$ cat src/rtl/wdg_pkg.sv
package wdg_pkg;

  typedef enum logic [1:0] {
    ST_HOLD = 2'd0,
    ST_LEAD = 2'd1,
    ST_RUN  = 2'd2
  } sup_state_t;

  function automatic int unsigned cnt_width(input int unsigned n);
    return (n > 1) ? $clog2(n) : 1;
  endfunction

endpackage

$ cat src/rtl/wdg_sync2.sv
module wdg_sync2 #(
  parameter int unsigned W       = 1,
  parameter logic        RST_VAL = 1'b0
) (
  input  logic         clk,
  input  logic         rst,
  input  logic [W-1:0] d,
  output logic [W-1:0] q
);
  logic [W-1:0] meta;
  logic [W-1:0] stable;

  always_ff @(posedge clk) begin
    if (rst) begin
      meta   <= {W{RST_VAL}};
      stable <= {W{RST_VAL}};
    end else begin
      meta   <= d;
      stable <= meta;
    end
  end

  assign q = stable;
endmodule

$ cat src/rtl/wdg_fall_det.sv
module wdg_fall_det (
  input  logic clk,
  input  logic rst,
  input  logic din,
  output logic fall
);
  logic cur;
  logic prev;

  wdg_sync2 #(.W(1), .RST_VAL(1'b1)) u_sync (
    .clk (clk),
    .rst (rst),
    .d   (din),
    .q   (cur)
  );

  always_ff @(posedge clk) begin
    if (rst) prev <= 1'b1;
    else     prev <= cur;
  end

  assign fall = prev & ~cur;
endmodule

$ cat src/rtl/wdg_tick_gen.sv
module wdg_tick_gen #(
  parameter int unsigned DIV = 1000
) (
  input  logic clk,
  input  logic rst,
  input  logic clr,
  output logic tick
);
  localparam int unsigned PW = wdg_pkg::cnt_width(DIV);

  generate
    if (DIV <= 1) begin : g_every
      assign tick = 1'b1;
    end else begin : g_div
      logic [PW-1:0] pre;
      localparam logic [PW-1:0] PRE_LAST = PW'(DIV - 1);

      always_ff @(posedge clk) begin
        if (rst || clr)          pre <= '0;
        else if (pre == PRE_LAST) pre <= '0;
        else                     pre <= pre + PW'(1);
      end

      assign tick = (pre == PRE_LAST);
    end
  endgenerate
endmodule

$ cat src/rtl/wdg_sup_core.sv
module wdg_sup_core
  import wdg_pkg::*;
#(
  parameter int unsigned TICK_DIV     = 1000,
  parameter int unsigned PERIOD_TICKS = 64
) (
  input  logic       clk,
  input  logic       rst,
  input  logic       pg_ok,
  input  logic       wd_fall,
  output sup_state_t st,
  output logic       wake_raw,
  output logic       rstn_raw
);
  localparam int unsigned HALF_TICKS = PERIOD_TICKS / 2;
  localparam int unsigned HOLD_TICKS = (PERIOD_TICKS * 25) / 2;
  localparam int unsigned CW         = $clog2(HOLD_TICKS + 1);

  localparam logic [CW-1:0] HOLD_LAST = CW'(HOLD_TICKS - 1);
  localparam logic [CW-1:0] LEAD_LAST = CW'(HALF_TICKS - 1);
  localparam logic [CW-1:0] RUN_LAST  = CW'(PERIOD_TICKS - 1);
  localparam logic [CW-1:0] HALF_CNT  = CW'(HALF_TICKS);

  logic          tick;
  sup_state_t    st_n;
  logic [CW-1:0] tcnt, tcnt_n;
  logic          wd_seen, seen_n;
  logic [CW-1:0] lim_last;
  logic          last;

  // prescaler restarts whenever regulation is lost so every interval is exact
  wdg_tick_gen #(.DIV(TICK_DIV)) u_tick (
    .clk  (clk),
    .rst  (rst),
    .clr  (~pg_ok),
    .tick (tick)
  );

  always_comb begin
    unique case (st)
      ST_HOLD: lim_last = HOLD_LAST;
      ST_LEAD: lim_last = LEAD_LAST;
      default: lim_last = RUN_LAST;
    endcase
  end

  assign last = tick && (tcnt == lim_last);

  always_comb begin
    st_n   = st;
    tcnt_n = tcnt;
    seen_n = wd_seen;
    if (!pg_ok) begin
      st_n   = ST_HOLD;
      tcnt_n = '0;
      seen_n = 1'b0;
    end else begin
      if (tick) tcnt_n = tcnt + CW'(1);
      unique case (st)
        ST_HOLD: begin
          if (last) begin
            st_n   = ST_LEAD;
            tcnt_n = '0;
          end
        end
        ST_LEAD: begin
          if (last) begin
            st_n   = ST_RUN;
            tcnt_n = '0;
            seen_n = 1'b0;
          end
        end
        ST_RUN: begin
          // only the first edge matters; later ones leave the flag set
          seen_n = wd_seen | wd_fall;
          if (last) begin
            st_n   = seen_n ? ST_RUN : ST_HOLD;
            tcnt_n = '0;
            seen_n = 1'b0;
          end
        end
        default: begin
          st_n   = ST_HOLD;
          tcnt_n = '0;
          seen_n = 1'b0;
        end
      endcase
    end
  end

  always_ff @(posedge clk) begin
    if (rst) begin
      st      <= ST_HOLD;
      tcnt    <= '0;
      wd_seen <= 1'b0;
    end else begin
      st      <= st_n;
      tcnt    <= tcnt_n;
      wd_seen <= seen_n;
    end
  end

  assign wake_raw = (st == ST_RUN) && (tcnt < HALF_CNT) && !wd_seen;
  assign rstn_raw = (st != ST_HOLD);
endmodule

$ cat src/rtl/wdg_supervisor.sv
module wdg_supervisor
  import wdg_pkg::*;
#(
  parameter int unsigned TICK_DIV     = 1000,
  parameter int unsigned PERIOD_TICKS = 64
) (
  input  logic clk,
  input  logic rst,
  input  logic pwr_ok,
  input  logic wdi,
  output logic wake,
  output logic rst_n
);
  logic       pg_ok;
  logic       wd_fall;
  sup_state_t st;
  logic       wake_raw;
  logic       rstn_raw;
  logic       wake_q;
  logic       rstn_q;

  wdg_sync2 #(.W(1), .RST_VAL(1'b0)) u_pg_sync (
    .clk (clk),
    .rst (rst),
    .d   (pwr_ok),
    .q   (pg_ok)
  );

  wdg_fall_det u_wd_edge (
    .clk  (clk),
    .rst  (rst),
    .din  (wdi),
    .fall (wd_fall)
  );

  wdg_sup_core #(
    .TICK_DIV     (TICK_DIV),
    .PERIOD_TICKS (PERIOD_TICKS)
  ) u_core (
    .clk      (clk),
    .rst      (rst),
    .pg_ok    (pg_ok),
    .wd_fall  (wd_fall),
    .st       (st),
    .wake_raw (wake_raw),
    .rstn_raw (rstn_raw)
  );

  always_ff @(posedge clk) begin
    if (rst) begin
      wake_q <= 1'b0;
      rstn_q <= 1'b0;
    end else begin
      wake_q <= wake_raw;
      rstn_q <= rstn_raw;
    end
  end

  assign wake  = wake_q;
  assign rst_n = rstn_q;
endmodule

$ cat config.mk
export PLATFORM = sky130hd
export DESIGN_NAME = wdg_supervisor
export DESIGN_NICKNAME = d
export VERILOG_FILES = /design/src/rtl/wdg_pkg.sv /design/src/rtl/wdg_sync2.sv /design/src/rtl/wdg_fall_det.sv /design/src/rtl/wdg_tick_gen.sv /design/src/rtl/wdg_sup_core.sv /design/src/rtl/wdg_supervisor.sv
export SDC_FILE = /design/constraint.sdc
export NUM_CORES = 1
export LEC_CHECK = 0
export ABC_AREA = 1
export BUFFER_PORTS_ARGS = -buffer_cell sky130_fd_sc_hd__buf_2
export CORE_UTILIZATION = 30
export CTS_CLUSTER_DIAMETER = 40
export CTS_CLUSTER_SIZE = 25
export DETAILED_ROUTE_END_ITERATION = 7
export MAX_ROUTING_LAYER = met4
export PLACE_DENSITY_LB_ADDON = 0.2
export REMOVE_ABC_BUFFERS = 1
export SETUP_SLACK_MARGIN = 0.15
export SKIP_LAST_GASP = 1
export SYNTH_ARGS = -nofsm -noshare
export SYNTH_HDL_FRONTEND = slang
export SYNTH_SLANG_ARGS = --single-unit
$ cat constraint.sdc
create_clock -name clk -period 4.1 [get_ports clk]
set_input_delay 0.205 -clock clk [delete_from_list [all_inputs] [get_ports clk]]
set_output_delay 0.205 -clock clk [all_outputs]
set_load 0.05 [all_outputs]
==> metrics, run 1 <==
Synth Instances 188; fin crit share 36.23%; synthesized cell area 1393 sq um; clock sinks 30; Inst Count DP 245; Nets 206; Leakage between 0.5 and 0.6 nW; CP endpoint kind flop; Synth Area in Compound Gates 7.098%; cts bufs inserted 5; hold_sp wdi; layout cells sized above 1 15.42%; row cnt 24; Post-Synth Adder-Cell Area 1.797%; GRT Residual Overflow 0; setup bufs post-CTS 0; sequential element share of the synthesized area 43.13%; initial antenna violation count 0; detailed-route via count 1116; Hold Slack 0.1049 ns; Post-Synth XOR/XNOR Area 3.145%; Pre-Repair DR Iteration Count 4; vias per inst 4.411; #FFs+latches synth 30; worst-margin pin slew 0.2600 ns; CTS Hold Buffers Added 0; vias in the first global route around 1100; crit path DAT ~1.7 ns; DPL Wire Length 1.884 mm; Crit Path Category reg -> reg; R2R Path End u_core.wd_seen$_SDFFE_PP0P_; Cell Chain, Critical Path ha_1, nand2_1, nor2_1, nand3_4, o21ai_1, nand2_1, nand2_1, nand2_1; unrepaired setup endpoints after global routing no; top-count cell post-synth nand2_1; Max IR drop VDD ~0.17 mV; crit-path max cell delay 0.42 ns; Chip Height approximately 70 um; Synth area leader dfxtp_1; reg2reg setup slack about 2.6 ns; max_slew headroom between 80% and 90%; Post-route DRC 0; Crit path max-delay family simple AND/OR/NAND/NOR gates; Max Buffers Root-to-Sink 2; ys flop type dfxtp_1; hold depth 2; synth top area cells dfxtp_1 (43%), nand2_1 (11%), nor2_1 (7.8%); Die X between 70 and 80 um; Core ar. approximately 4400 sq um; RR Startpoint u_core.tcnt[0]$_SDFFE_PP0P_; EDFF count, synth 0; # setup viols final 0; Finished Layout Cells 253; cell mode on critical path nand2_1; Worst Skew 0.006227 ns; Crit path required time 4.29 ns; max cap viols 0; fin crit period 1.485 ns; Worst Hold End u_wd_edge.u_sync.meta$_SDFF_PP1_; Detailed Route WL ~2.5 mm; async set or reset register ratio after synthesis 0%; largest net degree at the start of global routing 11; io pins 6; Unique masters post-synth 29; # diodes 0; antenna viol nets, final 0; YS warnings 0; Hold Vio Cnt, Final 0; slowest stage cell, crit path dfxtp_1; Clk Latency, worst-skew pair 0.29 ns; WP buf/inv 0; status finished clean; PortBufs 5; first-pass GRT wire length around 4.7 mm; clock root cell clkbuf_8; largest family of logic cells by synthesized area simple AND/OR/NAND/NOR gates; routability cong. 0.7670; mean post-synth cell area about 7.4 sq um; H-tree depth 2; clk slew on worst S/H paths 0.07 ns; GRT Total Usage 12.72%; Fin Setup TNS 0 ns; Post-Synth Simple-Gate Area 38.36%; First DRT Iteration DRCs 42; P per Cell Area 350.0 nW/um^2; CTS tree yes; Hold Path Class in -> reg; worst r2r path cells 8; routed length per instance 10.01 um; Slew Viols, Final 0; CP Launch Type flop; synth cell count leaders nand2_1 (41), dfxtp_1 (30), nor2_1 (29), inv_1 (19), a21oi_1 (12); Area growth syn-to-layout 13.03%; Initial Utilization 31.55%; Synth top area share 43.13%; FMAX approximately 670 MHz; mux contribution to synthesized area 0%; # resized after CTS 0; crit-path max FO 6; full die area 4918 sq um
## flip-flops by register name, indices dropped and copies added, names as in the netlist
signal                   flops
u_core.tcnt                 10
rst_n                        1
wake                         1
u_pg_sync.meta               1
u_pg_sync.q                  1
u_wd_edge.u_sync.q           1
u_wd_edge.prev               1
u_wd_edge.u_sync.meta        1
u_core.st                    2
u_core.u_tick.g_div.pre     10
u_core.wd_seen               1
## per-layer routing
| layer | global-route usage [%] | routed length, um | vias up |
|---|---|---|---|
| met1 | 17.05 | 1423 | 479 |
| met5 | - | 0 | - |
| met4 | 4.667 | 59 | 0 |
| li1 | - | - | 622 |
| met2 | 16.67 | 963 | 8 |
| met3 | 5.628 | 86 | 7 |
## per-stage QoR
stage	util, %	area (sq um)	setup slack, ns	total power, W
after CTS	35.66	1574	2.606	0.0005577
final	35.66	1574	2.615	0.0005509
after floorplan	-	1393	2.752	0.0003058
after detailed placement	33.59	1483	2.616	0.0003096
after global placement	33.59	1483	2.616	0.0003095
after global routing	35.66	1574	2.357	0.0005755
## cells in the final DEF, fill, tap and decap left out, drive strengths merged, types with 2 or more instances in the layout
cell type  instances
nor4               2
nor2              34
xor2               4
nand3             12
ha                 2
clkbuf             7
nand4              3
inv               23
a21oi             12
or2                3
dfxtp             30
clkinv             2
buf                5
nor3               7
o21ai              5
nand2             45
## power breakdown
group          switching, W   total [W]  internal [W]
sequential      0.000000714    0.000295      0.000294
clock              0.000113    0.000248      0.000135
combinational    0.00000521  0.00000833    0.00000312
## worst reg2reg max path: stages, from the launching register on
cell	delay, ns
dfxtp_1	0.42
ha_1	0.21
nand2_1	0.08
nor2_1	0.18
nand3_4	0.12
o21ai_1	0.18
nand2_1	0.08
nand2_1	0.06
nand2_1	0.04
## worst max-delay path by stage
stage / startpoint / end / cells after the start
global placement: u_core.tcnt[0]$_SDFFE_PP0P_ / u_core.wd_seen$_SDFFE_PP0P_ / 8
global route: u_core.tcnt[0]$_SDFFE_PP0P_ / u_core.wd_seen$_SDFFE_PP0P_ / 8
detailed placement: u_core.tcnt[0]$_SDFFE_PP0P_ / u_core.wd_seen$_SDFFE_PP0P_ / 8
floorplan: u_core.tcnt[0]$_SDFFE_PP0P_ / u_core.wd_seen$_SDFFE_PP0P_ / 8
finish: u_core.tcnt[0]$_SDFFE_PP0P_ / u_core.wd_seen$_SDFFE_PP0P_ / 8
CTS: u_core.tcnt[0]$_SDFFE_PP0P_ / u_core.wd_seen$_SDFFE_PP0P_ / 8
## final cells by class
| class | count | area (sq um) |
|---|---|---|
| Tap cell | 52 | 65.06 |
| Inverter | 24 | 90.09 |
| Fill cell | 483 | 2840 |
| Sequential cell | 30 | 600.6 |
| Timing Repair Buffer | 5 | 25.02 |
| Clock buffer | 7 | 86.33 |
| Clock inverter | 1 | 5.005 |
| Multi-Input combinational cell | 134 | 701.9 |
## cell families (layout without fill, tap and decap cells)
logic type	count (synthesis)	count (layout)
flip-flops	30	30
AO/OA/AOI/OAI	19	19
adder cells (fa/ha/maj)	2	2
AND/OR/NAND/NOR	108	108
XOR/XNOR	5	5
buffers and inverters	24	37
(Power assumes the default switching activity.)
==> inputs of run 2 (changes only) <==
Clock period 4.1 ns to 1.5 ns, I/O delays scaled along.
==> run 2 against run 1 <==
  * Sequential power grew to 2.7 times the previous value
  * Flip-flop and latch count is the same
  * First-iteration DRC count grew 4.8%
  * Core utilization grew 4.0 points
==> metrics, run 2 (synthesis results as in run 1) <==
status finished clean; full die area 4918 sq um; vias in the first global route 1082; R2R Path End u_core.tcnt[3]$_SDFFE_PP0P_; largest registers u_core.tcnt: 10 flops, u_core.u_tick.g_div.pre: 10 flops, u_core.st: 2 flops; Crit Path Category reg -> reg; clock sinks 30; DPL Wire Length 1.947 mm; io pins 6; # setup viols final 0; layout cells sized above 1 between 20% and 30%; CP Launch Type flop; GRT Residual Overflow 0; Worst Hold End u_pg_sync.q$_SDFF_PP0_; crit path DAT 1.45 ns; final worst slack 0.2160 ns; most frequent cells in the layout nand2_1 (39), nor2_1 (25), dfxtp_1 (24); Hold Vio Cnt, Final 0; reg2reg setup slack between 0.2 and 0.25 ns; RR Startpoint u_core.tcnt[1]$_SDFFE_PP0P_; first-pass GRT wire length slightly below 5 mm; hold_sp rst; hold depth 2; Nets 216; Finished Layout Cells ~260; Max Buffers Root-to-Sink 2; Area growth syn-to-layout 25.61%; Chip Height approximately 70 um; Worst Skew 0.01096 ns; Clk Latency, worst-skew pair slightly below 0.3 ns; Max IR drop VDD between 0.4 and 0.5 mV; Post-route DRC 0; routability cong. about 0.9; largest net degree at the start of global routing 11; Detailed Route WL 2.887 mm; row cnt 24; Die X 70.13 um; FMAX 778.8 MHz; cts bufs inserted 5; clock root cell clkbuf_8; Leakage between 0.6 and 0.7 nW; Slew Viols, Final 0; most common cell after layout, fill and taps aside nand2_1; Crit. Startpoint u_core.tcnt[1]$_SDFFE_PP0P_; Placement Setup Slack about 0.063 ns; detailed-route via count 1219; Fin Setup TNS 0 ns; CP endpoint kind flop; Pre-Repair DR Iteration Count 4; vias per inst about 4.6; First DRT Iteration DRCs 44; antenna viol nets, final 0; max_slew headroom 78.74%; initial antenna violation count 0; max cap viols 0; PortBufs 5; GRT Total Usage between 10% and 20%; P per Cell Area 872.3 nW/um^2; Inst Count DP between 200 and 250; fin crit period 1.284 ns; Initial Utilization 31.55%; clk slew on worst S/H paths 0.06 ns; unrepaired setup endpoints after global routing yes; routed length per instance 10.98 um; CTS tree yes; # diodes 0; Crit path required time around 1.7 ns; H-tree depth 2; filler instances 450; Core ar. around 4400 sq um; Hold Path Class in -> reg; fin crit share between 80% and 90%; worst-margin pin slew between 0.3 and 0.4 ns; crit-path max FO 5; worst r2r path cells 8
-- run 2: cell count changes in the layout (fill, tap and decap cells not counted), sizes merged --
cell	change
buf	+7
clkbuf	-1
clkinv	-1
clkinvlp	+1
dlygate4sd3	+2
inv	+1
nand3	+1
-- run 2: area by class of cell --
cell class	count	area, sq um	area share, %
clock buffers	6	82.58	4.721
clock inverters	2	12.51	0.7153
inverters	24	95.09	5.436
multi-input cells	135	785.8	44.92
flip-flops and latches	30	610.6	34.91
well taps	52	65.06	3.720
repair buffers	14	97.59	5.579
-- run 2: metrics by stage --
step / hold WS [ns] / instance area, sq um / utilization (%) / power (W)
after detailed placement: 0.2619 / 1513 / 34.27 / 0.0008459
after floorplan: 0.1462 / 1393 / - / 0.0008360
final: 0.04272 / 1749 / 39.63 / 0.001526
after global placement: 0.2574 / 1513 / 34.27 / 0.0008458
after CTS: 0.04146 / 1674 / 37.93 / 0.001551
after global routing: 0.05246 / 1749 / 39.63 / 0.001600
-- run 2: timing repair --
| action | in CTS | in global routing |
|---|---|---|
| setup endpoints to repair | 14 | 16 |
| resized for setup | 11 | 17 |
| pin swaps | 1 | 8 |
| hold buffers | 2 | 0 |
| endpoints found under the hold margin | 2 | 0 |
| cloned | 1 | 0 |
| buffers inserted | 0 | 3 |
-- run 2: routing by layer --
metal  global-route usage [%]  vias up  share of wire [%]
met2                    19.12       14                 46
met5                        -        -                  0
met4                    4.667        0               0.94
met1                    16.80      557                 50
li1                         -      644                  -
met3                    5.195        4                3.4
-- run 2: power breakdown --
group	leakage, nW	switching (W)	internal [W]	total, W
logic	0.373	0.0000163	0.0000142	0.0000305
registers	0.246	0.00000237	0.000801	0.000804
clock network	0.0472	0.000323	0.000368	0.000692
total	0.666	0.000342	0.00118	0.00153
-- run 2: worst max path at each step --
stage                                       end  slack (ns)  cells past startpoint
floorplan           u_core.wd_seen$_SDFFE_PP0P_        0.15                      8
global placement    u_core.wd_seen$_SDFFE_PP0P_        0.07                      8
detailed placement  u_core.tcnt[9]$_SDFFE_PP0P_        0.06                      7
CTS                 u_core.tcnt[9]$_SDFFE_PP0P_        0.15                      8
global route        u_core.tcnt[5]$_SDFFE_PP0P_        0.13                      8
finish              u_core.tcnt[3]$_SDFFE_PP0P_        0.22                      8
-- run 2: critical path, cell delays in order (launching register included) --
cell	delay [ns]
dfxtp_2	0.36
ha_4	0.15
nand2_2	0.07
nor2_2	0.16
nand3_4	0.14
inv_4	0.09
nand2_4	0.07
nand3_4	0.09
a21oi_1	0.06
